[src/rtl/pwrseq_pkg.sv]
// Shared constants and types for the power domain sequencer.
// Assumes an 8-bit byte-offset register bus.
package pwrseq_pkg;
    localparam int ADDR_W = 8;

    localparam logic [ADDR_W-1:0] A_CMD   = 8'h00;
    localparam logic [ADDR_W-1:0] A_STAT  = 8'h04;
    localparam logic [ADDR_W-1:0] A_GAP   = 8'h08;
    localparam logic [ADDR_W-1:0] A_PWR   = 8'h10;
    localparam logic [ADDR_W-1:0] A_ISO   = 8'h14;
    localparam logic [ADDR_W-1:0] A_RST   = 8'h30;
    localparam logic [ADDR_W-1:0] A_PULSE = 8'h34;

    typedef enum logic [1:0] {
        OP_OFF   = 2'd0,
        OP_ON    = 2'd1,
        OP_PULSE = 2'd2
    } seq_op_t;

    typedef enum logic [1:0] {
        TGT_PWR = 2'd0,
        TGT_RST = 2'd1,
        TGT_ISO = 2'd2
    } step_tgt_t;

    typedef enum logic {
        ST_IDLE = 1'b0,
        ST_RUN  = 1'b1
    } eng_state_t;
endpackage

[src/rtl/pwrseq_decode.sv]
// Bus write decoder: turns register writes into engine commands, host
// reset writes and gap updates, and keeps the sticky error flag.
// Assumes DATA_W >= RST_W and that a write lasts one cycle of bus_valid.
module pwrseq_decode
    import pwrseq_pkg::*;
#(
    parameter int DATA_W    = 32,
    parameter int RST_W     = 32,
    parameter int WAIT_W    = 16,
    parameter int NDOM      = 3,
    parameter int WAIT_INIT = 16,
    localparam int DOM_W    = (NDOM > 1) ? $clog2(NDOM) : 1,
    localparam int LINE_W   = $clog2(RST_W)
) (
    input  logic              clk,
    input  logic              rst_n,
    input  logic              bus_valid,
    input  logic              bus_write,
    input  logic [ADDR_W-1:0] bus_addr,
    input  logic [DATA_W-1:0] bus_wdata,
    input  logic              busy,
    output logic              cmd_go,
    output seq_op_t           cmd_op,
    output logic [DOM_W-1:0]  cmd_dom,
    output logic [RST_W-1:0]  pulse_mask,
    output logic              host_rst_we,
    output logic [RST_W-1:0]  host_rst_data,
    output logic [WAIT_W-1:0] gap_cfg,
    output logic              err
);
    logic wr, wr_cmd, wr_pulse, wr_rst, wr_gap, wr_stat;
    logic dom_ok, err_set, err_clr;
    logic [WAIT_W-1:0] gap_q;
    logic err_q;

    // Address decode of write strobes.
    always_comb begin
        wr       = bus_valid & bus_write;
        wr_cmd   = wr & (bus_addr == A_CMD);
        wr_pulse = wr & (bus_addr == A_PULSE);
        wr_rst   = wr & (bus_addr == A_RST);
        wr_gap   = wr & (bus_addr == A_GAP);
        wr_stat  = wr & (bus_addr == A_STAT);
    end

    // Command acceptance and rejection.
    always_comb begin
        dom_ok        = 32'(bus_wdata[7:0]) < 32'(NDOM);
        cmd_go        = ~busy & ((wr_cmd & dom_ok) | wr_pulse);
        cmd_op        = wr_pulse ? OP_PULSE : (bus_wdata[8] ? OP_ON : OP_OFF);
        cmd_dom       = bus_wdata[DOM_W-1:0];
        pulse_mask    = RST_W'(1) << bus_wdata[LINE_W-1:0];
        host_rst_we   = wr_rst & ~busy;
        host_rst_data = bus_wdata[RST_W-1:0];
        err_set       = (wr_cmd & (busy | ~dom_ok)) | (wr_pulse & busy);
        err_clr       = wr_stat & bus_wdata[1];
    end

    // Sticky error flag: set wins over clear.
    always_ff @(posedge clk) begin
        if (!rst_n)       err_q <= 1'b0;
        else if (err_set) err_q <= 1'b1;
        else if (err_clr) err_q <= 1'b0;
    end

    // Step gap register, writable only while idle.
    always_ff @(posedge clk) begin
        if (!rst_n)               gap_q <= WAIT_W'(WAIT_INIT);
        else if (wr_gap && !busy) gap_q <= bus_wdata[WAIT_W-1:0];
    end

    assign gap_cfg = gap_q;
    assign err     = err_q;
endmodule

[src/rtl/pwrseq_timer.sv]
// Down-counter that spaces sequence steps; expired is high when it is zero.
// Assumes load and countdown never happen in the same cycle (load wins).
module pwrseq_timer #(
    parameter int W = 16
) (
    input  logic         clk,
    input  logic         rst_n,
    input  logic         load,
    input  logic [W-1:0] load_val,
    output logic         expired
);
    logic [W-1:0] cnt_q;

    // Load or decrement toward zero.
    always_ff @(posedge clk) begin
        if (!rst_n)              cnt_q <= '0;
        else if (load)           cnt_q <= load_val;
        else if (cnt_q != '0)    cnt_q <= cnt_q - 1'b1;
    end

    assign expired = (cnt_q == '0);
endmodule

[src/rtl/pwrseq_engine.sv]
// Step engine: latches a command's masks and walks the power-off, power-on
// or pulse step list, emitting one control action per applied step.
// Assumes cmd_go is only raised while idle and cmd_dom is in range.
module pwrseq_engine
    import pwrseq_pkg::*;
#(
    parameter int NDOM   = 3,
    parameter int PWR_W  = 4,
    parameter int ISO_W  = 2,
    parameter int RST_W  = 32,
    parameter int WAIT_W = 16,
    parameter logic [NDOM-1:0][PWR_W-1:0] DOM_PWR_MASK = '0,
    parameter logic [NDOM-1:0][ISO_W-1:0] DOM_ISO_MASK = '0,
    parameter logic [NDOM-1:0][RST_W-1:0] DOM_RST_MASK = '0,
    localparam int DOM_W = (NDOM > 1) ? $clog2(NDOM) : 1
) (
    input  logic              clk,
    input  logic              rst_n,
    input  logic              cmd_go,
    input  seq_op_t           cmd_op,
    input  logic [DOM_W-1:0]  cmd_dom,
    input  logic [RST_W-1:0]  pulse_mask,
    input  logic [WAIT_W-1:0] gap_cfg,
    output logic              busy,
    output logic              act_valid,
    output step_tgt_t         act_tgt,
    output logic              act_set,
    output logic [RST_W-1:0]  act_mask
);
    eng_state_t       state_q;
    seq_op_t          op_q;
    logic [1:0]       step_q;
    logic [PWR_W-1:0] pm_q;
    logic [ISO_W-1:0] im_q;
    logic [RST_W-1:0] rm_q;
    logic             last, fire, apply, expired, t_load;
    logic [WAIT_W-1:0] t_val;

    // Select the target and direction of the current step.
    always_comb begin
        act_tgt = TGT_RST;
        act_set = 1'b1;
        unique case (op_q)
            OP_OFF: begin
                act_set = (step_q == 2'd2);
                act_tgt = (step_q == 2'd0) ? TGT_ISO :
                          (step_q == 2'd1) ? TGT_RST : TGT_PWR;
            end
            OP_ON: begin
                act_set = (step_q != 2'd0);
                act_tgt = (step_q == 2'd0) ? TGT_PWR :
                          (step_q == 2'd1) ? TGT_RST : TGT_ISO;
            end
            default: begin
                act_set = (step_q != 2'd0);
                act_tgt = TGT_RST;
            end
        endcase
    end

    // Mask of the current step and the step-firing conditions.
    always_comb begin
        unique case (act_tgt)
            TGT_PWR: act_mask = RST_W'(pm_q);
            TGT_ISO: act_mask = RST_W'(im_q);
            default: act_mask = rm_q;
        endcase
        last      = (op_q == OP_PULSE) ? (step_q == 2'd1) : (step_q == 2'd2);
        fire      = (state_q == ST_RUN) & expired;
        apply     = fire & (act_mask != '0);
        act_valid = apply;
        t_load    = cmd_go | (apply & ~last);
        t_val     = cmd_go ? '0 : gap_cfg;
    end

    pwrseq_timer #(.W(WAIT_W)) u_timer (
        .clk      (clk),
        .rst_n    (rst_n),
        .load     (t_load),
        .load_val (t_val),
        .expired  (expired)
    );

    // Sequence state: accept a command, advance a step each time one fires.
    always_ff @(posedge clk) begin
        if (!rst_n) begin
            state_q <= ST_IDLE;
            op_q    <= OP_OFF;
            step_q  <= 2'd0;
            pm_q    <= '0;
            im_q    <= '0;
            rm_q    <= '0;
        end else if (cmd_go) begin
            state_q <= ST_RUN;
            op_q    <= cmd_op;
            step_q  <= 2'd0;
            if (cmd_op == OP_PULSE) begin
                pm_q <= '0;
                im_q <= '0;
                rm_q <= pulse_mask;
            end else begin
                pm_q <= DOM_PWR_MASK[cmd_dom];
                im_q <= DOM_ISO_MASK[cmd_dom];
                rm_q <= DOM_RST_MASK[cmd_dom];
            end
        end else if (fire) begin
            if (last) begin
                state_q <= ST_IDLE;
                step_q  <= 2'd0;
            end else begin
                step_q  <= step_q + 2'd1;
            end
        end
    end

    assign busy = (state_q == ST_RUN);
endmodule

[src/rtl/pwrseq_regs.sv]
// Control registers for power-down, isolator-release and reset lines.
// Each engine action is a read-modify-write limited to its mask; host
// reset writes arrive only while the engine is idle.
module pwrseq_regs
    import pwrseq_pkg::*;
#(
    parameter int PWR_W = 4,
    parameter int ISO_W = 2,
    parameter int RST_W = 32,
    parameter logic [PWR_W-1:0] PWR_INIT = '0,
    parameter logic [ISO_W-1:0] ISO_INIT = '0,
    parameter logic [RST_W-1:0] RST_INIT = '1
) (
    input  logic             clk,
    input  logic             rst_n,
    input  logic             act_valid,
    input  step_tgt_t        act_tgt,
    input  logic             act_set,
    input  logic [RST_W-1:0] act_mask,
    input  logic             host_we,
    input  logic [RST_W-1:0] host_data,
    output logic [PWR_W-1:0] pwr,
    output logic [ISO_W-1:0] iso,
    output logic [RST_W-1:0] rst
);
    logic [PWR_W-1:0] pwr_q;
    logic [ISO_W-1:0] iso_q;
    logic [RST_W-1:0] rst_q;

    // Power-down bits: set removes power.
    always_ff @(posedge clk) begin
        if (!rst_n) pwr_q <= PWR_INIT;
        else if (act_valid && act_tgt == TGT_PWR)
            pwr_q <= act_set ? (pwr_q | act_mask[PWR_W-1:0])
                             : (pwr_q & ~act_mask[PWR_W-1:0]);
    end

    // Isolator-release bits: set disables the isolators.
    always_ff @(posedge clk) begin
        if (!rst_n) iso_q <= ISO_INIT;
        else if (act_valid && act_tgt == TGT_ISO)
            iso_q <= act_set ? (iso_q | act_mask[ISO_W-1:0])
                             : (iso_q & ~act_mask[ISO_W-1:0]);
    end

    // Active-low reset lines: engine steps or idle host writes.
    always_ff @(posedge clk) begin
        if (!rst_n) rst_q <= RST_INIT;
        else if (act_valid && act_tgt == TGT_RST)
            rst_q <= act_set ? (rst_q | act_mask) : (rst_q & ~act_mask);
        else if (host_we)
            rst_q <= host_data;
    end

    assign pwr = pwr_q;
    assign iso = iso_q;
    assign rst = rst_q;
endmodule

[src/rtl/pwrseq_ctrl.sv]
// Top of the power domain sequencer: register bus, step engine and control
// registers. Reads are combinational on bus_addr. Assumes RST_W == DATA_W
// and that PWR_W and ISO_W do not exceed RST_W.
module pwrseq_ctrl
    import pwrseq_pkg::*;
#(
    parameter int DATA_W    = 32,
    parameter int NDOM      = 3,
    parameter int PWR_W     = 4,
    parameter int ISO_W     = 2,
    parameter int RST_W     = 32,
    parameter int WAIT_W    = 16,
    parameter int WAIT_INIT = 16,
    parameter logic [NDOM-1:0][PWR_W-1:0] DOM_PWR_MASK = {4'b0001, 4'b0100, 4'b1000},
    parameter logic [NDOM-1:0][ISO_W-1:0] DOM_ISO_MASK = {2'b00, 2'b10, 2'b01},
    parameter logic [NDOM-1:0][RST_W-1:0] DOM_RST_MASK =
        {32'h0010_0000, 32'h0004_0000, 32'h0001_0000},
    parameter logic [PWR_W-1:0] PWR_INIT = 4'b1000,
    parameter logic [ISO_W-1:0] ISO_INIT = 2'b10,
    parameter logic [RST_W-1:0] RST_INIT = 32'hFFFE_FFFF,
    localparam int DOM_W = (NDOM > 1) ? $clog2(NDOM) : 1
) (
    input  logic              clk,
    input  logic              rst_n,
    input  logic              bus_valid,
    input  logic              bus_write,
    input  logic [ADDR_W-1:0] bus_addr,
    input  logic [DATA_W-1:0] bus_wdata,
    output logic [DATA_W-1:0] bus_rdata,
    output logic [PWR_W-1:0]  pwr_down_o,
    output logic [ISO_W-1:0]  iso_rel_o,
    output logic [RST_W-1:0]  sub_rst_n_o,
    output logic              busy_o,
    output logic [NDOM-1:0]   dom_on_o
);
    logic              cmd_go, host_rst_we, err_q, busy;
    seq_op_t           cmd_op;
    logic [DOM_W-1:0]  cmd_dom;
    logic [RST_W-1:0]  pulse_mask, host_rst_data, act_mask;
    logic [WAIT_W-1:0] gap_cfg;
    logic              act_valid, act_set;
    step_tgt_t         act_tgt;
    logic [DATA_W-1:0] stat_word;

    pwrseq_decode #(
        .DATA_W(DATA_W), .RST_W(RST_W), .WAIT_W(WAIT_W),
        .NDOM(NDOM), .WAIT_INIT(WAIT_INIT)
    ) u_decode (
        .clk(clk), .rst_n(rst_n),
        .bus_valid(bus_valid), .bus_write(bus_write),
        .bus_addr(bus_addr), .bus_wdata(bus_wdata), .busy(busy),
        .cmd_go(cmd_go), .cmd_op(cmd_op), .cmd_dom(cmd_dom),
        .pulse_mask(pulse_mask), .host_rst_we(host_rst_we),
        .host_rst_data(host_rst_data), .gap_cfg(gap_cfg), .err(err_q)
    );

    pwrseq_engine #(
        .NDOM(NDOM), .PWR_W(PWR_W), .ISO_W(ISO_W), .RST_W(RST_W),
        .WAIT_W(WAIT_W), .DOM_PWR_MASK(DOM_PWR_MASK),
        .DOM_ISO_MASK(DOM_ISO_MASK), .DOM_RST_MASK(DOM_RST_MASK)
    ) u_engine (
        .clk(clk), .rst_n(rst_n),
        .cmd_go(cmd_go), .cmd_op(cmd_op), .cmd_dom(cmd_dom),
        .pulse_mask(pulse_mask), .gap_cfg(gap_cfg), .busy(busy),
        .act_valid(act_valid), .act_tgt(act_tgt), .act_set(act_set),
        .act_mask(act_mask)
    );

    pwrseq_regs #(
        .PWR_W(PWR_W), .ISO_W(ISO_W), .RST_W(RST_W),
        .PWR_INIT(PWR_INIT), .ISO_INIT(ISO_INIT), .RST_INIT(RST_INIT)
    ) u_regs (
        .clk(clk), .rst_n(rst_n),
        .act_valid(act_valid), .act_tgt(act_tgt), .act_set(act_set),
        .act_mask(act_mask), .host_we(host_rst_we), .host_data(host_rst_data),
        .pwr(pwr_down_o), .iso(iso_rel_o), .rst(sub_rst_n_o)
    );

    // Per-domain powered status: on when none of its power-down bits is set.
    for (genvar d = 0; d < NDOM; d++) begin : g_dom_on
        assign dom_on_o[d] = ((pwr_down_o & DOM_PWR_MASK[d]) == '0);
    end

    // Status word layout: busy, error, domain flags from bit 8.
    always_comb begin
        stat_word = '0;
        stat_word[0] = busy;
        stat_word[1] = err_q;
        stat_word[8 +: NDOM] = dom_on_o;
    end

    // Combinational read mux.
    always_comb begin
        unique case (bus_addr)
            A_STAT:  bus_rdata = stat_word;
            A_GAP:   bus_rdata = DATA_W'(gap_cfg);
            A_PWR:   bus_rdata = DATA_W'(pwr_down_o);
            A_ISO:   bus_rdata = DATA_W'(iso_rel_o);
            A_RST:   bus_rdata = DATA_W'(sub_rst_n_o);
            default: bus_rdata = '0;
        endcase
    end

    assign busy_o = busy;
endmodule

[config.mk]
export PLATFORM = sky130hd
export DESIGN_NAME = pwrseq_ctrl
export DESIGN_NICKNAME = d
export VERILOG_FILES = /design/src/rtl/pwrseq_pkg.sv /design/src/rtl/pwrseq_decode.sv /design/src/rtl/pwrseq_timer.sv /design/src/rtl/pwrseq_engine.sv /design/src/rtl/pwrseq_regs.sv /design/src/rtl/pwrseq_ctrl.sv
export SDC_FILE = /design/constraint.sdc
export NUM_CORES = 1
export LEC_CHECK = 0
export ABC_AREA = 1
export BUFFER_PORTS_ARGS = -buffer_cell sky130_fd_sc_hd__buf_2
export CAP_MARGIN = 20
export CORE_ASPECT_RATIO = 1.5
export CORE_MARGIN = 2
export CORE_UTILIZATION = 56
export DETAILED_ROUTE_END_ITERATION = 12
export GPL_ROUTABILITY_DRIVEN = 0
export HOLD_SLACK_MARGIN = 0.03
export PLACE_DENSITY = 0.8
export SLEW_MARGIN = 20
export SYNTH_ARGS = -nofsm -noshare
export SYNTH_HDL_FRONTEND = slang
export SYNTH_SLANG_ARGS = --single-unit
export TNS_END_PERCENT = 5
[constraint.sdc]
create_clock -name clk -period 2.5 [get_ports clk]
set_input_delay 0.5 -clock clk [delete_from_list [all_inputs] [get_ports clk]]
set_output_delay 0.5 -clock clk [all_outputs]
set_load 0.05 [all_outputs]
# Word level (Yosys, flattened, before mapping)
# Index checks and enable logic that the tools add are counted.
# word_totals
regBits,114
input_bits,44
out_inout_bits,74
# op_classes
addsub,2
n_lt_le_gt_ge,2
n_eq_ne,13
shift,1
n_mux,34
n_bitwise,32
reduce_logical,23
# op_table
cell,count
$mux 32,5
$pmux 32 s5,1
$bmux 32 s2,1
$pmux 32 s2,1
$mux 16,3
$and 32x32->32,1
$not 32->32,1
$or 32x32->32,1
$reduce_bool 32->1,1
$shl 1x5->32 const A,1
$eq 8x5->1 const B,2
$eq 8x6->1 const B,2
$logic_not 16->1,1
$mux 2,8
$reduce_bool 16->1,1
$sub 16x1->16 const B,1
$and 1x1->1,15
$logic_not 4->1,3
$mux 4,3
$reduce_bool 2->1,6
$mux 1,9
$bmux 4 s2,1
$eq 2x2->1 const B,4
$eq 8x3->1 const B,1
21 further kinds,34

# Logic depth before layout (Yosys ltp)
# Gate-level depths: netlist of the first run.
# logic_depth
word_depth,11
ltp_mapped,18
depth_no_buf,16

# Hierarchy
# Synthesis of the first run repeated with hierarchy kept, for this count alone.
# hier_totals
cells_unflattened,1203
area_unflattened_um2,7368.3
# by_module_without_submodules
mod,n_inst,cells_each,area_each_um2
pwrseq_regs,1,359,2193.4
pwrseq_engine,1,319,2069.5
pwrseq_decode,1,214,1372.6
pwrseq_timer,1,178,1114.8
pwrseq_ctrl,1,133,618.1

# Worst setup path after synthesis of the first run
# OpenSTA, ideal clock, no wires.
# synth_timing
path_kind,input -> output
startpoint,input bus_addr[1]
endpoint,output bus_rdata[16]
t_arrival_ps,2406
required_ps,2000
slack_ps,-406
path_stages,6
path_buffers,1
path_cell_list,nor2_1 -> inv_1 -> nor4_2 -> nand2_1 -> clkbuf_1 -> nor2_1
# synth_between
elab_chain_len,2
# synth_lines
item,line,source
start: declaration,pwrseq_ctrl.sv:27,"input logic [ADDR_W-1:0] bus_addr,"
"$eq 8x6->1, or another cell as far along",pwrseq_ctrl.sv:94,unique case (bus_addr)
$pmux 32 s5 *,pwrseq_ctrl.sv:94,
end: declaration,pwrseq_ctrl.sv:29,"output logic [DATA_W-1:0] bus_rdata,"
# Mark *: on every way between the ends. The rest lies on a longest branch, timed or not.

# Worst setup path in the final report of the first run
# layout_timing
startpoint,input bus_addr[1]
endpoint,output bus_rdata[18]
# Same word-level chain as after synthesis.

==> metrics.txt, run 1 <==
initial antenna violation count=0; critical path type=in2out; first-pass GRT wire length=30650 um; Yosys warning count=0; buffers added on ports=about 120; share of the synthesized area in the top cell type=35.66%; CP Data Required Time=around 2000 ps; core area=10940 sq um; power density over cell area=between 500 and 600 nW/um^2; H-tree depth=3; post-synth top area cell=dfxtp_1; type of origin of the critical path=input pin; Least-Margin Pin Slew=637.6 ps; FFs w/ async S/R, synth=0%; Worst VDD drop=0.3134 mV; share of layout cells above drive strength 1=19.48%; total wire length=19440 um; final cell count without fillers=1256; post-synthesis compound-gate area fraction=between 10% and 20%; top cells by count, synth=240 x nand2_1, 138 x inv_1, 112 x nor2_1, 111 x dfxtp_1, 80 x nand3_1; Slew headroom=57.17%; CTS Buf Count=9; die area=~12000 sq um; EDFF count, synth=0; Pins Over Slew Limit=0; vias in the first global route=roughly 6500; Data arrival, critical path=1960 ps; die extent in y=~130 um; GRT Total Usage=31.66%; DIE WIDTH=90.14 um; grt ovf=0; simple-gate share of the synthesized area=31.78%; total negative slack=0 ps; leakage=0.003690 uW; DRC Markers=0; clk_lat worst skew=350 ps; DP Wirelength=14740 um; Routed wire per std cell=15.48 um; Gate Count Post-Synth=975; Hold Fails Final Rpt=0; Netlist cell types=41; critical-path maximum fanout=16; Synth area leaders=dfxtp_1 36%, nand2_1 14%, inv_1 8.3%; Final setup viols=0; most frequent CP cell=nor2_1; root buffer cell=clkbuf_16; post-placement cell count=1239; Setup Skew=slightly below 8 ps; adder-cell share of the synthesized area=1.004%; clock sinks=approximately 110; initial drt markers=513; n_diodes=0; placement-stage cell area=~7300 sq um; clk buf depth=2; fill cell count=~990; final critical path time including I/O delays and setup=between 2000 and 2500 ps; P&R area growth vs syn=22.75%; crit path max-delay cell type=nor4_4; slowest stage delay, CP=370 ps; synthesized cell area=6232 sq um; Tot Pwr=4283 uW; Sequential Area=2222 sq um; cell with the most instances after synthesis=nand2_1; main combinational cell family by area after synthesis=simple AND/OR/NAND/NOR gates; Starting Density=a little under three fifths; multi-input logic area=3374 sq um; Nets=1154; largest net degree at the start of global routing=66; ys flop type=dfxtp_1; via-per-instance ratio=5.553; row cnt=47; Top Ports=118; Hold/Removal Path Class=in2reg; Critical Path, Cell by Cell=buf_2 -> nor2_1 -> inv_1 -> nor4_4 -> nand2_1 -> buf_12 -> nor2_1 -> clkbuf_4; mux cell area share after synthesis=0%; Syn Nets=1024; design area=7650 sq um; CP endpoint kind=primary output; status=finished, final reports clean; syn avg cell area=6.392 sq um; RSZ-0062 raised after global routing=yes; proportion of synthesized chip area in sequential cells=35.66%; Worst-path clk slew=about 70 ps; TritonCTS clock tree=built; Max Fclk=just over 0.4 GHz; Max-Cap Viols=0; period utilization=98.29%; antenna viol nets, final=0; Synth Register Bits=about 110; post-synthesis xor/xnor area fraction=~1.5%; vias=6974; DRT Pass-1 Iters=8
-- cells in the final DEF (no fill, tap or decap), types with 6 or more instances in the layout --
| cell type | instances |
|---|---|
| inv_1 | 136 |
| dfxtp_1 | 111 |
| clkbuf_4 | 16 |
| buf_12 | 7 |
| o22ai_1 | 25 |
| nand3_1 | 78 |
| o211ai_1 | 9 |
| buf_2 | 100 |
| a21oi_1 | 32 |
| buf_4 | 36 |
| nand2_1 | 239 |
| xor2_1 | 9 |
| o21ai_0 | 60 |
| nand4_1 | 8 |
| o21ai_2 | 6 |
| nor2_1 | 98 |
| clkinv_1 | 8 |
| nor2_2 | 7 |
| clkbuf_16 | 9 |
| nor2_4 | 11 |
| o21ai_1 | 50 |
-- flip-flops by register name, summed over array words and instances (netlist names), 2 cells and up --
| signal | cells |
|---|---|
| u_engine.step_q | 2 |
| u_regs.pwr | 4 |
| u_engine.rm_q | 32 |
| u_engine.u_timer.cnt_q | 16 |
| u_decode.gap_cfg | 16 |
| u_regs.rst | 32 |
| u_engine.pm_q | 2 |
| u_engine.op_q | 2 |
| u_regs.iso | 2 |
-- cell type report --
cell class / count / area share (%)
Clock inverter: 3 / 0.2453
Clock buffer: 12 / 3.353
Tap cell: 147 / 2.404
Timing Repair Buffer: 160 / 13.62
Multi-Input combinational cell: 676 / 44.11
Sequential cell: 111 / 29.05
Inverter: 147 / 7.213
-- stage by stage --
stage / worst slack (ps) / hold slack (ps) / utilization, %
CTS: 33.52 / 415.3 / 68.93
finish: 42.66 / 420.2 / 69.94
floorplan: -126.9 / 443.6 / -
global placement: 97.46 / 455.0 / 66.42
global route: -70.79 / 438.4 / 69.94
detailed placement: 62.34 / 458.2 / 66.42
-- path summary, 6_finish.rpt --
check                                   startpoint              endpoint  slack (ps)  cells after the start
worst max-delay path                   bus_addr[1]         bus_rdata[18]          40                      8
worst min-delay path                 bus_wdata[10]  u_decode.gap_cfg[10]         420                      3
worst max register to register  u_engine.step_q[1]        u_regs.rst[12]         140                     16
worst min register to register       u_regs.pwr[1]         u_regs.pwr[1]         460                      2
-- worst max-delay path: cells and delay by family --
family,cells,cell delay [ps]
buf+inv,4,650
simple gates,4,790
-- routing by layer --
metal  track usage [%]  up-vias  part of all wire [%]
li1                  -     3405                     -
met1             34.76     3161                    36
met2             57.81      323                    51
met3             4.186       85                   6.8
met4             18.72        0                   5.6
met5                 0        -                     0
-- where the power goes --
part | leakage (uW) | internal [uW] | switching [uW]
registers | 0.000898 | 1850 | 69.1
logic | 0.00265 | 393 | 598
clock network | 0.000138 | 725 | 643
total | 0.00369 | 2970 | 1310
-- timing repair --
| item | 4_1_cts | 5_1_grt |
|---|---|---|
| gates resized for setup | 0 | 46 |
| buffers inserted | 0 | 2 |
| hold buffers | 0 | 0 |
| endpoints found under the setup margin | 0 | 70 |
-- cell families (layout without fill, tap and decap cells) --
group,Yosys count,after routing
AND/OR/NAND/NOR,465,465
AO/OA/AOI/OAI,195,195
buffers and inverters,188,322
flip-flops,111,111
XOR/XNOR,11,11
adder cells (fa/ha/maj),5,5
(Power assumes the default switching activity.)
==> inputs of run 2 (changes only) <==
- CTS_CLUSTER_DIAMETER: default -> 40
- PLACE_DENSITY: 0.8 -> 0.92
==> run 2 against run 1 <==
Sequential share of layout area about the same. Clock skew grew 4.7 ps. Sequential power is essentially flat. Combinational power grew 5%. Critical path type is now reg2reg.
==> metrics.txt, run 2 (synthesis gave the netlist of run 1 again) <==
Setup Skew=12.54 ps (+4.680 ps); dpl ws=34.72 ps (-27.62 ps); Final Util=69.97% (about the same); Max-Cap Viols=0 (unchanged); die extent in y=133.2 um (unchanged); final cell count without fillers=1248 (-0.64%); total negative slack=0 ps (unchanged); core area=10940 sq um (unchanged); via-per-instance ratio=5.792 (+4.3%); CP endpoint kind=flop; clock sinks=111 (unchanged); first-pass GRT wire length=30970 um (+1.1%); Slew headroom=58.82% (+1.6 points); most frequent cells in the layout=236 x nand2_1, 135 x inv_1, 113 x buf_2, 111 x dfxtp_1, 98 x nor2_1; DP Wirelength=14390 um (-2.4%); antenna viol nets, final=0 (unchanged); share of layout cells above drive strength 1=19.80% (+0.32 points); hold buffers post-CTS=0 (unchanged); Data arrival, critical path=2680 ps (+720 ps); period utilization=97.80% (-0.49 points); largest net degree at the start of global routing=61 (-7.6%); Starting Density=56.98% (unchanged); critical path type=reg2reg; Final setup viols=0 (unchanged); Worst Slack Setup Final=55.01 ps (+12.35 ps); status=finished, final reports clean; vias=7229 (+3.7%); Max Fclk=0.4090 GHz (+0.50%); H-tree depth=3 (unchanged); type of origin of the critical path=flop; P&R area growth vs syn=22.81% (about the same); clk_lat worst skew=360 ps (about the same); critical-path maximum fanout=24 (+8); Hold/Removal Path Class=in2reg; CTS Buf Count=9 (unchanged); Worst VDD drop=0.3622 mV (+16%); CP Data Required Time=2730 ps (+730 ps); DRT Pass-1 Iters=8 (unchanged); root buffer cell=clkbuf_16; Worst-path clk slew=90 ps (+20 ps); initial antenna violation count=0 (unchanged); initial drt markers=972 (+89%); Least-Margin Pin Slew=612.1 ps (-25.43 ps); post-placement cell count=1229 (-0.81%); row cnt=47 (unchanged); die area=12010 sq um (unchanged); DIE WIDTH=90.14 um (unchanged); buffers added on ports=117 (unchanged); Hold Fails Final Rpt=0 (unchanged); n_diodes=0 (unchanged); total wire length=19940 um (+2.6%); power density over cell area=578.0 nW/um^2 (+3.2%); GRT Total Usage=31.68% (about the same); clk buf depth=2 (unchanged); Routed wire per std cell=15.98 um (+3.2%); Nets=1145 (-0.78%); final critical path time including I/O delays and setup=2445 ps (-12.35 ps); leakage=0.003676 uW (-0.39%); vias in the first global route=6491 (+0.56%); Pins Over Slew Limit=0 (unchanged); Top Ports=118 (unchanged); TritonCTS clock tree=built; RSZ-0062 raised after global routing=yes; DRC Markers=0 (unchanged); commonest non-fill, non-tap cell in the layout=nand2_1; grt ovf=0 (unchanged)
## run 2: cell type report
class                      instances  area [sq um]
timing repair buffer             151         955.9
clock inverter                     7         86.33
clock buffer                       9         225.2
tap                              147         183.9
inverter                         147         555.5
fill                             850          3284
multi-input combinational        676          3425
sequential                       111          2222
## run 2: where the power goes
part           leakage, uW  total (uW)  internal [uW]  switching (uW)
registers         0.000898        1920           1850            67.6
clock network     0.000151        1470            721             746
logic              0.00263        1040            384             652
## run 2: worst max-delay path, stage by stage (launching register included)
cell     delay [ps]
dfxtp_1         340
inv_1            90
ha_2            200
inv_1           100
nand2_4         120
o21ai_0         110
nand2_1          90
nor2_1          110
nand2_1         100
nor2_4          140
nand4_4         170
nand3_4         150
nand2_2          90
buf_12          170
o21ai_0         130
inv_1            80
nand2_1          70
nand3_1          60
## run 2: repair_timing
| action | in CTS | in global routing |
|---|---|---|
| pin swaps | 0 | 4 |
| gates cloned | 0 | 1 |
| endpoints found under the setup margin | 1 | 60 |
| gates resized for setup | 1 | 43 |
| setup buffers | 0 | 2 |
## run 2: final timing paths
| kind | start | end | slack (ps) | depth (start not counted) |
|---|---|---|---|---|
| setup / recovery | u_engine.step_q[1] | u_regs.rst[2] | 60 | 17 |
| hold reg to reg | u_regs.pwr[1] | u_regs.pwr[1] | 450 | 2 |
| hold / removal | bus_wdata[11] | u_decode.gap_cfg[11] | 380 | 3 |
| setup reg to reg | u_engine.step_q[1] | u_regs.rst[2] | 60 | 17 |
## run 2: through the flow
step	total power (uW)	area [sq um]	hold slack [ps]
6_report	4424	7654	379.6
5_1_grt	4632	7654	419.7
4_1_cts	4341	7501	376.7
3_5_place_dp	2889	7189	442.1
3_3_place_gp	2847	7189	434.9
2_1_floorplan	2619	6317	443.6
## run 2: layer usage
| metal | wire, um | global-route usage (%) | up-vias | part of all wire [%] |
|---|---|---|---|---|
| met5 | 0 | 0 | - | 0 |
| met3 | 1756 | 5.543 | 112 | 8.8 |
| li1 | - | - | 3398 | - |
| met2 | 10100 | 56.60 | 469 | 51 |
| met1 | 6892 | 35.12 | 3250 | 35 |
| met4 | 1196 | 18.46 | 0 | 6.0 |
